===== src/rtl/cplx_pkg.sv =====
package cplx_pkg;
  localparam int unsigned DATA_W = 32;
  localparam int unsigned FRAC_W = 16;

  typedef enum logic [1:0] {OP_ADD = 2'b00, OP_SUB = 2'b01, OP_MUL = 2'b10, OP_DIV = 2'b11} op_e;
  typedef enum logic [2:0] {SRC_A, SRC_B, SRC_C, SRC_D, SRC_T0, SRC_T1, SRC_T2, SRC_T3} src_e;
  typedef enum logic [2:0] {DST_T0, DST_T1, DST_T2, DST_T3, DST_RE, DST_IM} dst_e;
  typedef enum logic [1:0] {ST_IDLE, ST_RUN, ST_DIV_RE, ST_DIV_IM} st_e;
endpackage


===== src/rtl/cplx_addsub.sv =====
module cplx_addsub #(
  parameter int unsigned DW = cplx_pkg::DATA_W
) (
  input  logic [DW-1:0] x_i,
  input  logic [DW-1:0] y_i,
  input  logic          sub_i,
  output logic [DW-1:0] s_o,
  output logic          ovf_o
);
  logic [DW:0] full;
  always_comb begin
    full  = sub_i ? ({x_i[DW-1], x_i} - {y_i[DW-1], y_i})
                  : ({x_i[DW-1], x_i} + {y_i[DW-1], y_i});
    s_o   = full[DW-1:0];
    ovf_o = full[DW] ^ full[DW-1];
  end
endmodule


===== src/rtl/cplx_mul.sv =====
module cplx_mul #(
  parameter int unsigned DW = cplx_pkg::DATA_W,
  parameter int unsigned FW = cplx_pkg::FRAC_W
) (
  input  logic [DW-1:0] x_i,
  input  logic [DW-1:0] y_i,
  output logic [DW-1:0] p_o,
  output logic          ovf_o
);
  localparam int unsigned PW = 2 * DW;
  logic signed [DW-1:0] xs, ys;
  logic signed [PW-1:0] prod;
  logic [PW-DW-FW:0] hi;
  always_comb begin
    xs    = $signed(x_i);
    ys    = $signed(y_i);
    prod  = xs * ys;
    p_o   = prod[DW+FW-1:FW];
    hi    = prod[PW-1:DW+FW-1];
    ovf_o = !((&hi) || (~|hi));  // truncated value does not fit DW bits
  end
endmodule


===== src/rtl/cplx_div.sv =====
module cplx_div #(
  parameter int unsigned DW = cplx_pkg::DATA_W,
  parameter int unsigned FW = cplx_pkg::FRAC_W
) (
  input  logic          clk_i,
  input  logic          rst_ni,
  input  logic          start_i,
  input  logic [DW-1:0] num_i,
  input  logic [DW-1:0] den_i,
  output logic          done_o,
  output logic [DW-1:0] quo_o,
  output logic          ovf_o
);
  localparam int unsigned QW = DW + FW;
  localparam int unsigned CW = $clog2(QW + 1);

  logic [QW-1:0] dvd_q, quo_q;
  logic [DW-1:0] rem_q, dmag_q;
  logic [CW-1:0] cnt_q;
  logic          neg_q, busy_q, done_q;
  logic [DW-1:0] nmag, dmag;
  logic [DW:0]   rem_sh;
  logic          fits;

  always_comb begin
    nmag   = num_i[DW-1] ? (~num_i + 1'b1) : num_i;
    dmag   = den_i[DW-1] ? (~den_i + 1'b1) : den_i;
    rem_sh = {rem_q, dvd_q[QW-1]};
    fits   = rem_sh >= {1'b0, dmag_q};
  end

  always_ff @(posedge clk_i or negedge rst_ni) begin
    if (!rst_ni) begin
      dvd_q <= '0; quo_q <= '0; rem_q <= '0; dmag_q <= '0;
      cnt_q <= '0; neg_q <= 1'b0; busy_q <= 1'b0; done_q <= 1'b0;
    end else begin
      done_q <= 1'b0;
      if (start_i) begin
        dvd_q  <= {nmag, {FW{1'b0}}};
        dmag_q <= dmag;
        rem_q  <= '0;
        quo_q  <= '0;
        cnt_q  <= CW'(QW);
        neg_q  <= num_i[DW-1] ^ den_i[DW-1];
        busy_q <= 1'b1;
      end else if (busy_q) begin
        dvd_q <= {dvd_q[QW-2:0], 1'b0};
        rem_q <= fits ? DW'(rem_sh - {1'b0, dmag_q}) : rem_sh[DW-1:0];
        quo_q <= {quo_q[QW-2:0], fits};
        cnt_q <= cnt_q - 1'b1;
        if (cnt_q == CW'(1)) begin
          busy_q <= 1'b0;
          done_q <= 1'b1;
        end
      end
    end
  end

  assign done_o = done_q;
  assign quo_o  = neg_q ? (~quo_q[DW-1:0] + 1'b1) : quo_q[DW-1:0];
  assign ovf_o  = |quo_q[QW-1:DW-1];


  div_done_chk: assert property (@(posedge clk_i) disable iff (!rst_ni)
    done_q |-> $past(busy_q));

  div_nonzero_chk: assert property (@(posedge clk_i) disable iff (!rst_ni)
    start_i |-> (den_i != '0));
endmodule


===== src/rtl/cplx_unit.sv =====
module cplx_unit
  import cplx_pkg::*;
#(
  parameter int unsigned DW = cplx_pkg::DATA_W,
  parameter int unsigned FW = cplx_pkg::FRAC_W
) (
  input  logic          clk_i,
  input  logic          rst_ni,
  input  logic          call_i,
  input  logic          step_i,
  input  logic [1:0]    op_i,
  input  logic [DW-1:0] opa_i,
  input  logic [DW-1:0] opb_i,
  output logic [DW-1:0] res_o,
  output logic          done_o,
  output logic          dz_o,
  output logic          ovf_o
);
  localparam int unsigned UW = 4;

  logic [DW-1:0] ar_q, br_q, cr_q, dr_q, t0_q, t1_q, t2_q, t3_q, re_q, im_q, res_q;
  op_e           op_q;
  st_e           st_q;
  logic [UW-1:0] uc_q;
  logic          dz_q, ov_q, done_q;

  // microstep control
  logic use_mul, sub, last, div_go;
  src_e sx, sy;
  dst_e dst;

  always_comb begin
    use_mul = 1'b0; sub = 1'b0; last = 1'b0; div_go = 1'b0;
    sx = SRC_A; sy = SRC_C; dst = DST_RE;
    unique case (op_q)
      OP_ADD, OP_SUB: begin
        sub = (op_q == OP_SUB);
        if (uc_q == '0) begin sx = SRC_A; sy = SRC_C; dst = DST_RE; end
        else begin sx = SRC_B; sy = SRC_D; dst = DST_IM; last = 1'b1; end
      end
      OP_MUL: begin
        case (uc_q)
          4'd0:    begin use_mul = 1'b1; sx = SRC_A;  sy = SRC_C;  dst = DST_T0; end
          4'd1:    begin use_mul = 1'b1; sx = SRC_B;  sy = SRC_D;  dst = DST_T1; end
          4'd2:    begin sub = 1'b1;     sx = SRC_T0; sy = SRC_T1; dst = DST_RE; end
          4'd3:    begin use_mul = 1'b1; sx = SRC_A;  sy = SRC_D;  dst = DST_T0; end
          4'd4:    begin use_mul = 1'b1; sx = SRC_B;  sy = SRC_C;  dst = DST_T1; end
          default: begin sx = SRC_T0; sy = SRC_T1; dst = DST_IM; last = 1'b1; end
        endcase
      end
      default: begin
        case (uc_q)
          4'd0:    begin use_mul = 1'b1; sx = SRC_C;  sy = SRC_C;  dst = DST_T0; end
          4'd1:    begin use_mul = 1'b1; sx = SRC_D;  sy = SRC_D;  dst = DST_T1; end
          4'd2:    begin sx = SRC_T0; sy = SRC_T1; dst = DST_T2; end
          4'd3:    begin use_mul = 1'b1; sx = SRC_A;  sy = SRC_C;  dst = DST_T0; end
          4'd4:    begin use_mul = 1'b1; sx = SRC_B;  sy = SRC_D;  dst = DST_T1; end
          4'd5:    begin sx = SRC_T0; sy = SRC_T1; dst = DST_T0; end
          4'd6:    begin use_mul = 1'b1; sx = SRC_B;  sy = SRC_C;  dst = DST_T1; end
          4'd7:    begin use_mul = 1'b1; sx = SRC_A;  sy = SRC_D;  dst = DST_T3; end
          4'd8:    begin sub = 1'b1;     sx = SRC_T1; sy = SRC_T3; dst = DST_T1; end
          default: div_go = 1'b1;
        endcase
      end
    endcase
  end

  function automatic logic [DW-1:0] pick(input src_e s, input logic [DW-1:0] a, b, c, d,
                                         input logic [DW-1:0] t0, t1, t2, t3);
    case (s)
      SRC_A:   return a;
      SRC_B:   return b;
      SRC_C:   return c;
      SRC_D:   return d;
      SRC_T0:  return t0;
      SRC_T1:  return t1;
      SRC_T2:  return t2;
      default: return t3;
    endcase
  endfunction

  logic [DW-1:0] xv, yv, add_s, mul_p, wv, div_num, div_quo;
  logic          add_ov, mul_ov, wov, div_start, div_done, div_ov;

  assign xv = pick(sx, ar_q, br_q, cr_q, dr_q, t0_q, t1_q, t2_q, t3_q);
  assign yv = pick(sy, ar_q, br_q, cr_q, dr_q, t0_q, t1_q, t2_q, t3_q);

  cplx_addsub #(.DW(DW)) u_add (.x_i(xv), .y_i(yv), .sub_i(sub), .s_o(add_s), .ovf_o(add_ov));
  cplx_mul #(.DW(DW), .FW(FW)) u_mul (.x_i(xv), .y_i(yv), .p_o(mul_p), .ovf_o(mul_ov));

  assign wv        = use_mul ? mul_p : add_s;
  assign wov       = use_mul ? mul_ov : add_ov;
  assign div_num   = (st_q == ST_RUN) ? t0_q : t1_q;
  assign div_start = ((st_q == ST_RUN) && div_go && (t2_q != '0)) ||
                     ((st_q == ST_DIV_RE) && div_done);

  cplx_div #(.DW(DW), .FW(FW)) u_div (
    .clk_i(clk_i), .rst_ni(rst_ni), .start_i(div_start), .num_i(div_num), .den_i(t2_q),
    .done_o(div_done), .quo_o(div_quo), .ovf_o(div_ov)
  );

  always_ff @(posedge clk_i or negedge rst_ni) begin
    if (!rst_ni) begin
      ar_q <= '0; br_q <= '0; cr_q <= '0; dr_q <= '0;
      t0_q <= '0; t1_q <= '0; t2_q <= '0; t3_q <= '0;
      re_q <= '0; im_q <= '0; res_q <= '0;
      op_q <= OP_ADD; st_q <= ST_IDLE; uc_q <= '0;
      dz_q <= 1'b0; ov_q <= 1'b0; done_q <= 1'b0;
    end else begin
      done_q <= 1'b0;
      unique case (st_q)
        ST_IDLE: if (call_i) begin
          if (!step_i) begin
            ar_q <= opa_i; cr_q <= opb_i;
            res_q <= im_q; done_q <= 1'b1;
          end else begin
            br_q <= opa_i; dr_q <= opb_i; op_q <= op_e'(op_i);
            dz_q <= 1'b0; ov_q <= 1'b0; uc_q <= '0; st_q <= ST_RUN;
          end
        end
        ST_RUN: begin
          uc_q <= uc_q + 1'b1;
          if (div_go) begin
            if (t2_q == '0) begin
              dz_q <= 1'b1; re_q <= '0; im_q <= '0; res_q <= '0;
              done_q <= 1'b1; st_q <= ST_IDLE;
            end else begin
              st_q <= ST_DIV_RE;
            end
          end else begin
            ov_q <= ov_q | wov;
            case (dst)
              DST_T0:  t0_q <= wv;
              DST_T1:  t1_q <= wv;
              DST_T2:  t2_q <= wv;
              DST_T3:  t3_q <= wv;
              DST_RE:  re_q <= wv;
              default: im_q <= wv;
            endcase
            if (last) begin
              res_q <= re_q; done_q <= 1'b1; st_q <= ST_IDLE;
            end
          end
        end
        ST_DIV_RE: if (div_done) begin
          re_q <= div_quo; ov_q <= ov_q | div_ov; st_q <= ST_DIV_IM;
        end
        default: if (div_done) begin
          im_q <= div_quo; ov_q <= ov_q | div_ov;
          res_q <= re_q; done_q <= 1'b1; st_q <= ST_IDLE;
        end
      endcase
    end
  end

  assign res_o  = res_q;
  assign done_o = done_q;
  assign dz_o   = dz_q;
  assign ovf_o  = ov_q;


  busy_no_done_chk: assert property (@(posedge clk_i) disable iff (!rst_ni)
    (st_q != ST_IDLE) |-> !done_q);

  flag_clear_chk: assert property (@(posedge clk_i) disable iff (!rst_ni)
    (call_i && step_i && st_q == ST_IDLE) |=> (!dz_q && !ov_q));

  dz_only_div_chk: assert property (@(posedge clk_i) disable iff (!rst_ni)
    dz_q |-> (op_q == OP_DIV));

  read_imag_chk: assert property (@(posedge clk_i) disable iff (!rst_ni)
    (call_i && !step_i && st_q == ST_IDLE) |=> (done_q && res_q == $past(im_q)));

  done_pulse_chk: assert property (@(posedge clk_i) disable iff (!rst_ni)
    (done_q && !$past(call_i)) |=> !done_q);
endmodule


===== config.mk =====
export PLATFORM = sky130hd
export DESIGN_NAME = cplx_unit
export DESIGN_NICKNAME = d
export VERILOG_FILES = /design/src/rtl/cplx_pkg.sv /design/src/rtl/cplx_addsub.sv /design/src/rtl/cplx_mul.sv /design/src/rtl/cplx_div.sv /design/src/rtl/cplx_unit.sv
export SDC_FILE = /design/constraint.sdc
export NUM_CORES = 2
export LEC_CHECK = 0
export BUFFER_PORTS_ARGS = -buffer_cell sky130_fd_sc_hd__buf_4
export CAP_MARGIN = 30
export CORE_UTILIZATION = 45
export DETAILED_ROUTE_END_ITERATION = 6
export PLACE_DENSITY = 0.58
export SLEW_MARGIN = 10
export SYNTH_ARGS = -nofsm -noshare
export SYNTH_HDL_FRONTEND = slang
export SYNTH_HIERARCHICAL = 1
export SYNTH_SLANG_ARGS = --single-unit

===== constraint.sdc =====
create_clock -name clk_i -period 15.4 [get_ports clk_i]
set_clock_uncertainty 0.1 [all_clocks]
set_input_delay 3.08 -clock clk_i [delete_from_list [all_inputs] [get_ports clk_i]]
set_output_delay 3.08 -clock clk_i [all_outputs]
set_load 0.01 [all_outputs]

-- Word-level counts from Yosys, hierarchy flattened
Cells that the tools add are included.
- word-level logic and storage cells: 226
- register bits after elaboration: 532
- output and inout port bits: 35
- input bits: 70
- magnitude comparators: 1
- bitwise operators: 11
- reductions and logical operators: 53
- equal/unequal tests: 40
- add/sub/neg operators: 8
- $mul: 1
- mux-type cells: 87
- operators with widths (kind ; number):
    $mux 32 ; 19
    $pmux 32 s7 ; 2
    $mux 48 ; 4
    $pmux 32 s2 ; 2
    $add 32x1->32 const B ; 3
    $not 32->32 ; 3
    $pmux 32 s3 ; 1
    $mul 32x32->64 ; 1
    $reduce_or 17->1 ; 2
    $add 32x32->33 ; 1
    $ge 33x32->1 ; 1
    $mux 33 ; 1
    $sub 32x32->33 ; 1
    $logic_not 32->1 ; 1
    $reduce_bool 32->1 ; 1
    $sub 32x32->32 ; 1
    $mux 1 ; 30
    $pmux 3 s2 ; 5
    $eq 3x3->1 const B ; 7
    $reduce_and 3->1 ; 7
    $eq 3x2->1 const B ; 6
    $pmux 3 s3 ; 2
    $reduce_and 17->1 ; 1
    $eq 4x3->1 const B ; 4
    42 further kinds ; 95

-- Depth between registers and ports, before layout
- depth after elaboration: 15
- gate-level depth with buffers: 47
- depth with buffers taken out: 42

-- By module
Netlist, hierarchy kept.
- by module, submodules not included (module ; instances ; cells an instance ; seq. area each (sq um) ; area an instance (sq um)):
    cplx_mul ; 1 ; 3838 ; 0.0 ; 36002.0
    cplx_unit ; 1 ; 1850 ; 9083.7 ; 18694.2
    cplx_div ; 1 ; 1172 ; 3828.7 ; 10231.1
    cplx_addsub ; 1 ; 337 ; 0.0 ; 2293.4

-- Worst setup path after synthesis
Ideal clock, no wire load.
- path type: flip-flop to flip-flop
- start point: reg uc_q[0]
- end point: reg ov_q, in the netlist ovf_o
- setup slack: 4.289 ns
- stages on the path, launching flop included: 39
- buffers on the path: 4
- required time: 15.176 ns
- setup time: 0.124 ns
- period minus slack after synthesis: 11.111 ns
- data arrival time: 10.887 ns
- cell sequence: dfrtp_1 inv_1 ha_1 buf_4 o21bai_1 a211oi_1 o32ai_2 a21oi_1 clkbuf_1 o21ai_0 a2bb2oi_1 clkbuf_1 nand2_1 inv_1 fa_1 fa_1 fa_1 fa_1 [3 not listed] fa_1 fa_1 inv_1 ha_1 clkbuf_1 nand2_1 nor2_1 nand3_1 or3b_1 o21a_1 nor3_1 o31ai_1 a2111oi_4 nand4b_1 o31ai_1 mux2i_1 mux2_2 o31a_1
- longest elaborated chain between the ends: 15
- elaborated cells on any way between the ends: 67
- classes of those cells: 2 x add/sub; 1 x mul; 21 x eq/ne; 22 x mux; 2 x bitwise; 19 x reduce/logical
- RTL lines (what ; line ; source):
    start, declared ; cplx_unit.sv:24 ; logic [UW-1:0] uc_q;
    start signal, assigned ; cplx_unit.sv:122 ; uc_q <= uc_q + 1'b1;
    $eq 4x3->1, or another cell as far along ; cplx_unit.sv:52 ; case (uc_q)
    $reduce_or 3->1 (no source line) or $reduce_or 2->1 (tied branches) ; - ;
    $pmux 3 s3 or $pmux 3 s2 (tied branches) ; cplx_unit.sv:52, cplx_unit.sv:42 ;
    $pmux 3 s2 (*) ; cplx_unit.sv:35 ; unique case (op_q)
    $eq 3x3->1, or another cell as far along ; cplx_unit.sv:70 ; case (s)
    $pmux 32 s7 (*) ; cplx_unit.sv:70 ;
    net yv[2] ; cplx_unit.sv:82 ; logic [DW-1:0] xv, yv, add_s, mul_p, wv, div_num, div_quo;
    $mul 32x32->64 (*) ; cplx_mul.sv:17 ; prod = xs * ys;
    $reduce_or 17->1 ; cplx_mul.sv:20 ; ovf_o = !((&hi) || (~|hi));
    $logic_not 1->1 ; cplx_mul.sv:20 ;
    $logic_or 1x1->1 (*) ; cplx_mul.sv:20 ;
    $logic_not 1->1 (*) ; cplx_mul.sv:20 ;
    net mul_ov ; cplx_unit.sv:83 ; logic add_ov, mul_ov, wov, div_start, div_done, div_ov;
    $mux 1 (*) ; cplx_unit.sv:92 ; assign wov = use_mul ? mul_ov : add_ov;
    $or 1x1->1 (*) ; cplx_unit.sv:131 ; ov_q <= ov_q | wov;
    $mux 1 (*) ; cplx_unit.sv:123 ; if (div_go) begin
    $pmux 1 s2 (*) ; cplx_unit.sv:111 ; unique case (st_q)
    end signal, assigned ; cplx_unit.sv:131 ;
    end signal, assigned ; cplx_unit.sv:149 ; im_q <= div_quo; ov_q <= ov_q | div_ov;
    end, declared ; cplx_unit.sv:25 ; logic dz_q, ov_q, done_q;
Mark *: on every way through the listed nets, which the timed path passes. The rest lies on a longest branch. The select of a mux whose other input is x is not followed.
A chain may end at the register's enable or synchronous reset.

-- Worst setup path after layout
- start point: reg uc_q[3]
- end point: reg ov_q, in the netlist ovf_o
- longest elaborated chain between the ends: 15
- elaborated cells on any way between the ends: 67
- classes of those cells: 2 x add/sub; 1 x mul; 21 x eq/ne; 22 x mux; 2 x bitwise; 19 x reduce/logical
- RTL lines (what ; line):
    $eq 4x3->1, or another cell as far along ; cplx_unit.sv:52
    $reduce_or 2->1 (no source line) ; -
    $pmux 3 s5 or $pmux 3 s2 (tied branches) ; cplx_unit.sv:52, cplx_unit.sv:42
    $pmux 3 s2 (*) ; cplx_unit.sv:35
    $eq 3x3->1, or another cell as far along ; cplx_unit.sv:70
    $pmux 32 s7 (*) ; cplx_unit.sv:70
    net xv[15] ; cplx_unit.sv:82
    $mul 32x32->64 (*) ; cplx_mul.sv:17
    $reduce_or 17->1 ; cplx_mul.sv:20
    $logic_not 1->1 ; cplx_mul.sv:20
    $logic_or 1x1->1 (*) ; cplx_mul.sv:20
    $logic_not 1->1 (*) ; cplx_mul.sv:20
    net mul_ov ; cplx_unit.sv:83
    $mux 1 (*) ; cplx_unit.sv:92
    $or 1x1->1 (*) ; cplx_unit.sv:131
    $mux 1 (*) ; cplx_unit.sv:123
    $pmux 1 s2 (*) ; cplx_unit.sv:111
Marked as above.

==> metrics.txt <==
Worst Hold Depth 1; summed area of non-filler cells in the final layout 0.0725 mm2; final clock period utilization by the worst path 88.9%; wire per inst 22.9 um; sequential cell area fraction in the yosys report 19.2%; Slew Limit Headroom 24.1%; Setup-failing EPs final 0; number of hold-repair buffers added at the cts stage 0; number of nets in the layout 8464; Die H 388 um; worst endpoint required time 15790 ps; post-CTS setup buffer count 0; remaining antenna violation count after routing 0; total number of placement rows 141; number of gates resized after CTS 0; Remaining Overflow, GRT 0; P&R area growth vs syn 7.92%; unique cell type count in the Yosys netlist 109; number of I/O pins 105; root buf cell clkbuf_16; max reg flops 48; DR vias 51600; largest reg by FF count u_div/quo_q; most frequent standard cell in the layout excluding fill and tap cells fa_1; violation count after the first detailed-routing iteration 4113; average instance area after synthesis 9.34 um2; path type of the worst min-delay path register to register; clock network latency to the later pin of the worst-skew pair 640 ps; RSZ-0062 raised after global routing false; total clock sinks 516; width of the die 388 um; wire length on met2 95.6 mm; post-synthesis instance total 7197; Max Fanout on Critical Path 23; global placement routability congestion 0.948; post-synth design cell area 0.0672 mm2; final number of hold-violating endpoints 0; pin slew with the least headroom to its limit 1120 ps; highest metal used met4; maximum count of clock buffers along a single path 3; count of max-cap constraint violations 0; Slew Viols, Final 0; wire length after detailed routing 207 mm; post-DR vias/cell 5.71; clock tree from TritonCTS done; area of the die 0.151 mm2; total of warnings raised by yosys 6; most used flip-flop cell after synthesis dfrtp_1; kind of critical path register to register; area of the placeable core 0.148 mm2; routed wire length on met3 12.0 mm; iteration count of the initial detailed-routing pass 6; maximum clock frequency 0.0731 GHz; launching element type of the critical path register; wire length of the first global-routing pass 323 mm; CTS Buf Count 53; Period minus WS final 13680 ps; maximum number of pins on one net before global-route repair 165; PortBufs 104; status finished, final reports clean; via count of the first global-routing pass 53500; Critical Path Slowest Stage Cell o22a_1; Post-synth EDFFs 0; nets in the synthesized netlist 8604; Async SR Flop Fraction 100%; total global-route track usage 27.6%; kind of end point of the critical path register; most numerous cell on the critical path fa_1; placed instance area 0.0705 mm2; commonest cells after routing, fill and taps aside fa_1, inv_1, nand2_1; sum of negative setup slack 0 ps; number of antenna violations at the first check in global routing 8; detailed placement HPWL 155 mm; Reg2Reg Depth 34; starting density of the core 45.4%; Arr. time, crit path 14080 ps; number of synthesized register bits 516; Met1 Routed Length 91.9 mm; ratio of cells with drive above 1 in the final layout 9.73%; H-tree lvl count 2; DRC 0; clock-pin slew of the registers on the worst-case setup and hold paths 70 ps; Largest stage delay, worst path 810 ps
## worst paths after layout
check                        start              end  slack, ps
max                        uc_q[3]            ovf_o       1720
min                        re_q[2]          re_q[2]        400
max reg2reg                uc_q[3]            ovf_o       1720
min reg2reg                re_q[2]          re_q[2]        400
max in group asynchronous   rst_ni         br_q[29]      11380
min in group asynchronous   rst_ni  u_div/rem_q[12]       2390
## area by class of cell
| cell class | instances | area (um2) |
|---|---|---|
| Timing Repair Buffer | 247 | 2000 |
| Tap cell | 1930 | 2410 |
| Clock buffer | 74 | 1560 |
| Multi-Input combinational cell | 5253 | 49500 |
| Clock inverter | 25 | 420 |
| Sequential cell | 516 | 12900 |
| Inverter | 986 | 3700 |
| Antenna cell | 1 | 2.50 |
| Fill cell | 14000 | 75500 |
## routing by layer
metal	vias to the layer above	track usage, %
met4	0	8.47
met5	-	0
met1	26800	39.6
met3	320	3.03
met2	1693	44.0
li1	22800	-
## stage by stage
stage                     std cells  hold WS (ps)  worst slack (ps)  util (%)
after floorplan                7197           359              4290         -
after global placement         8919           370              1930      47.5
after detailed placement       8928           380              1930      47.6
after CTS                      9027           398              1890      49.0
after global routing           9031           415              1150      49.0
final                          9032           400              1720      49.0
## synth_stat cells (36+ instances only)
cell	count	area, um2
or3_1	43	269
mux2_2	224	2520
a21o_1	54	405
fa_1	1083	21700
nand3_1	67	335
nor3_1	48	240
nand2b_1	42	263
nor2_1	310	1160
dfrtp_1	516	12900
mux2i_1	162	1620
clkbuf_1	335	1260
nand2_1	984	3690
xnor2_1	149	1310
a31oi_1	44	275
a21oi_1	274	1370
a2bb2oi_1	55	482
xor2_1	75	657
o21ai_0	296	1480
nand4_1	36	225
ha_1	254	3180
and2_1	520	3250
buf_2	50	250
inv_1	984	3690
## cells by family (layout without fill, tap and decap cells)
| kind of cell | count (synthesis) | count (layout) | synth area share, % |
|---|---|---|---|
| AOI/OAI and AO/OA | 1105 | 1105 | 10.7 |
| xor gates and xnor gates | 227 | 227 | 3.01 |
| adders and majority gates | 1337 | 1337 | 37.0 |
| buffers and inverters | 1428 | 1332 | 8.26 |
| DFF | 516 | 516 | 19.2 |
| muxes | 390 | 390 | 6.23 |
| other | 0 | 1 | 0 |
| and+or+nand+nor | 2194 | 2194 | 15.7 |
## worst max-delay path, delay by kind of cell (launching register included)
kind	cells	cell delay, ps
buffers and inverters	5	830
muxes	2	410
and+or+nand+nor	7	2330
xor gates and xnor gates	1	230
adders and majority gates	9	4460
DFF	1	790
AOI/OAI and AO/OA	10	4350
Power is not shown: default switching activity piles up to over one toggle a cycle in this logic, so the estimate is an artifact.
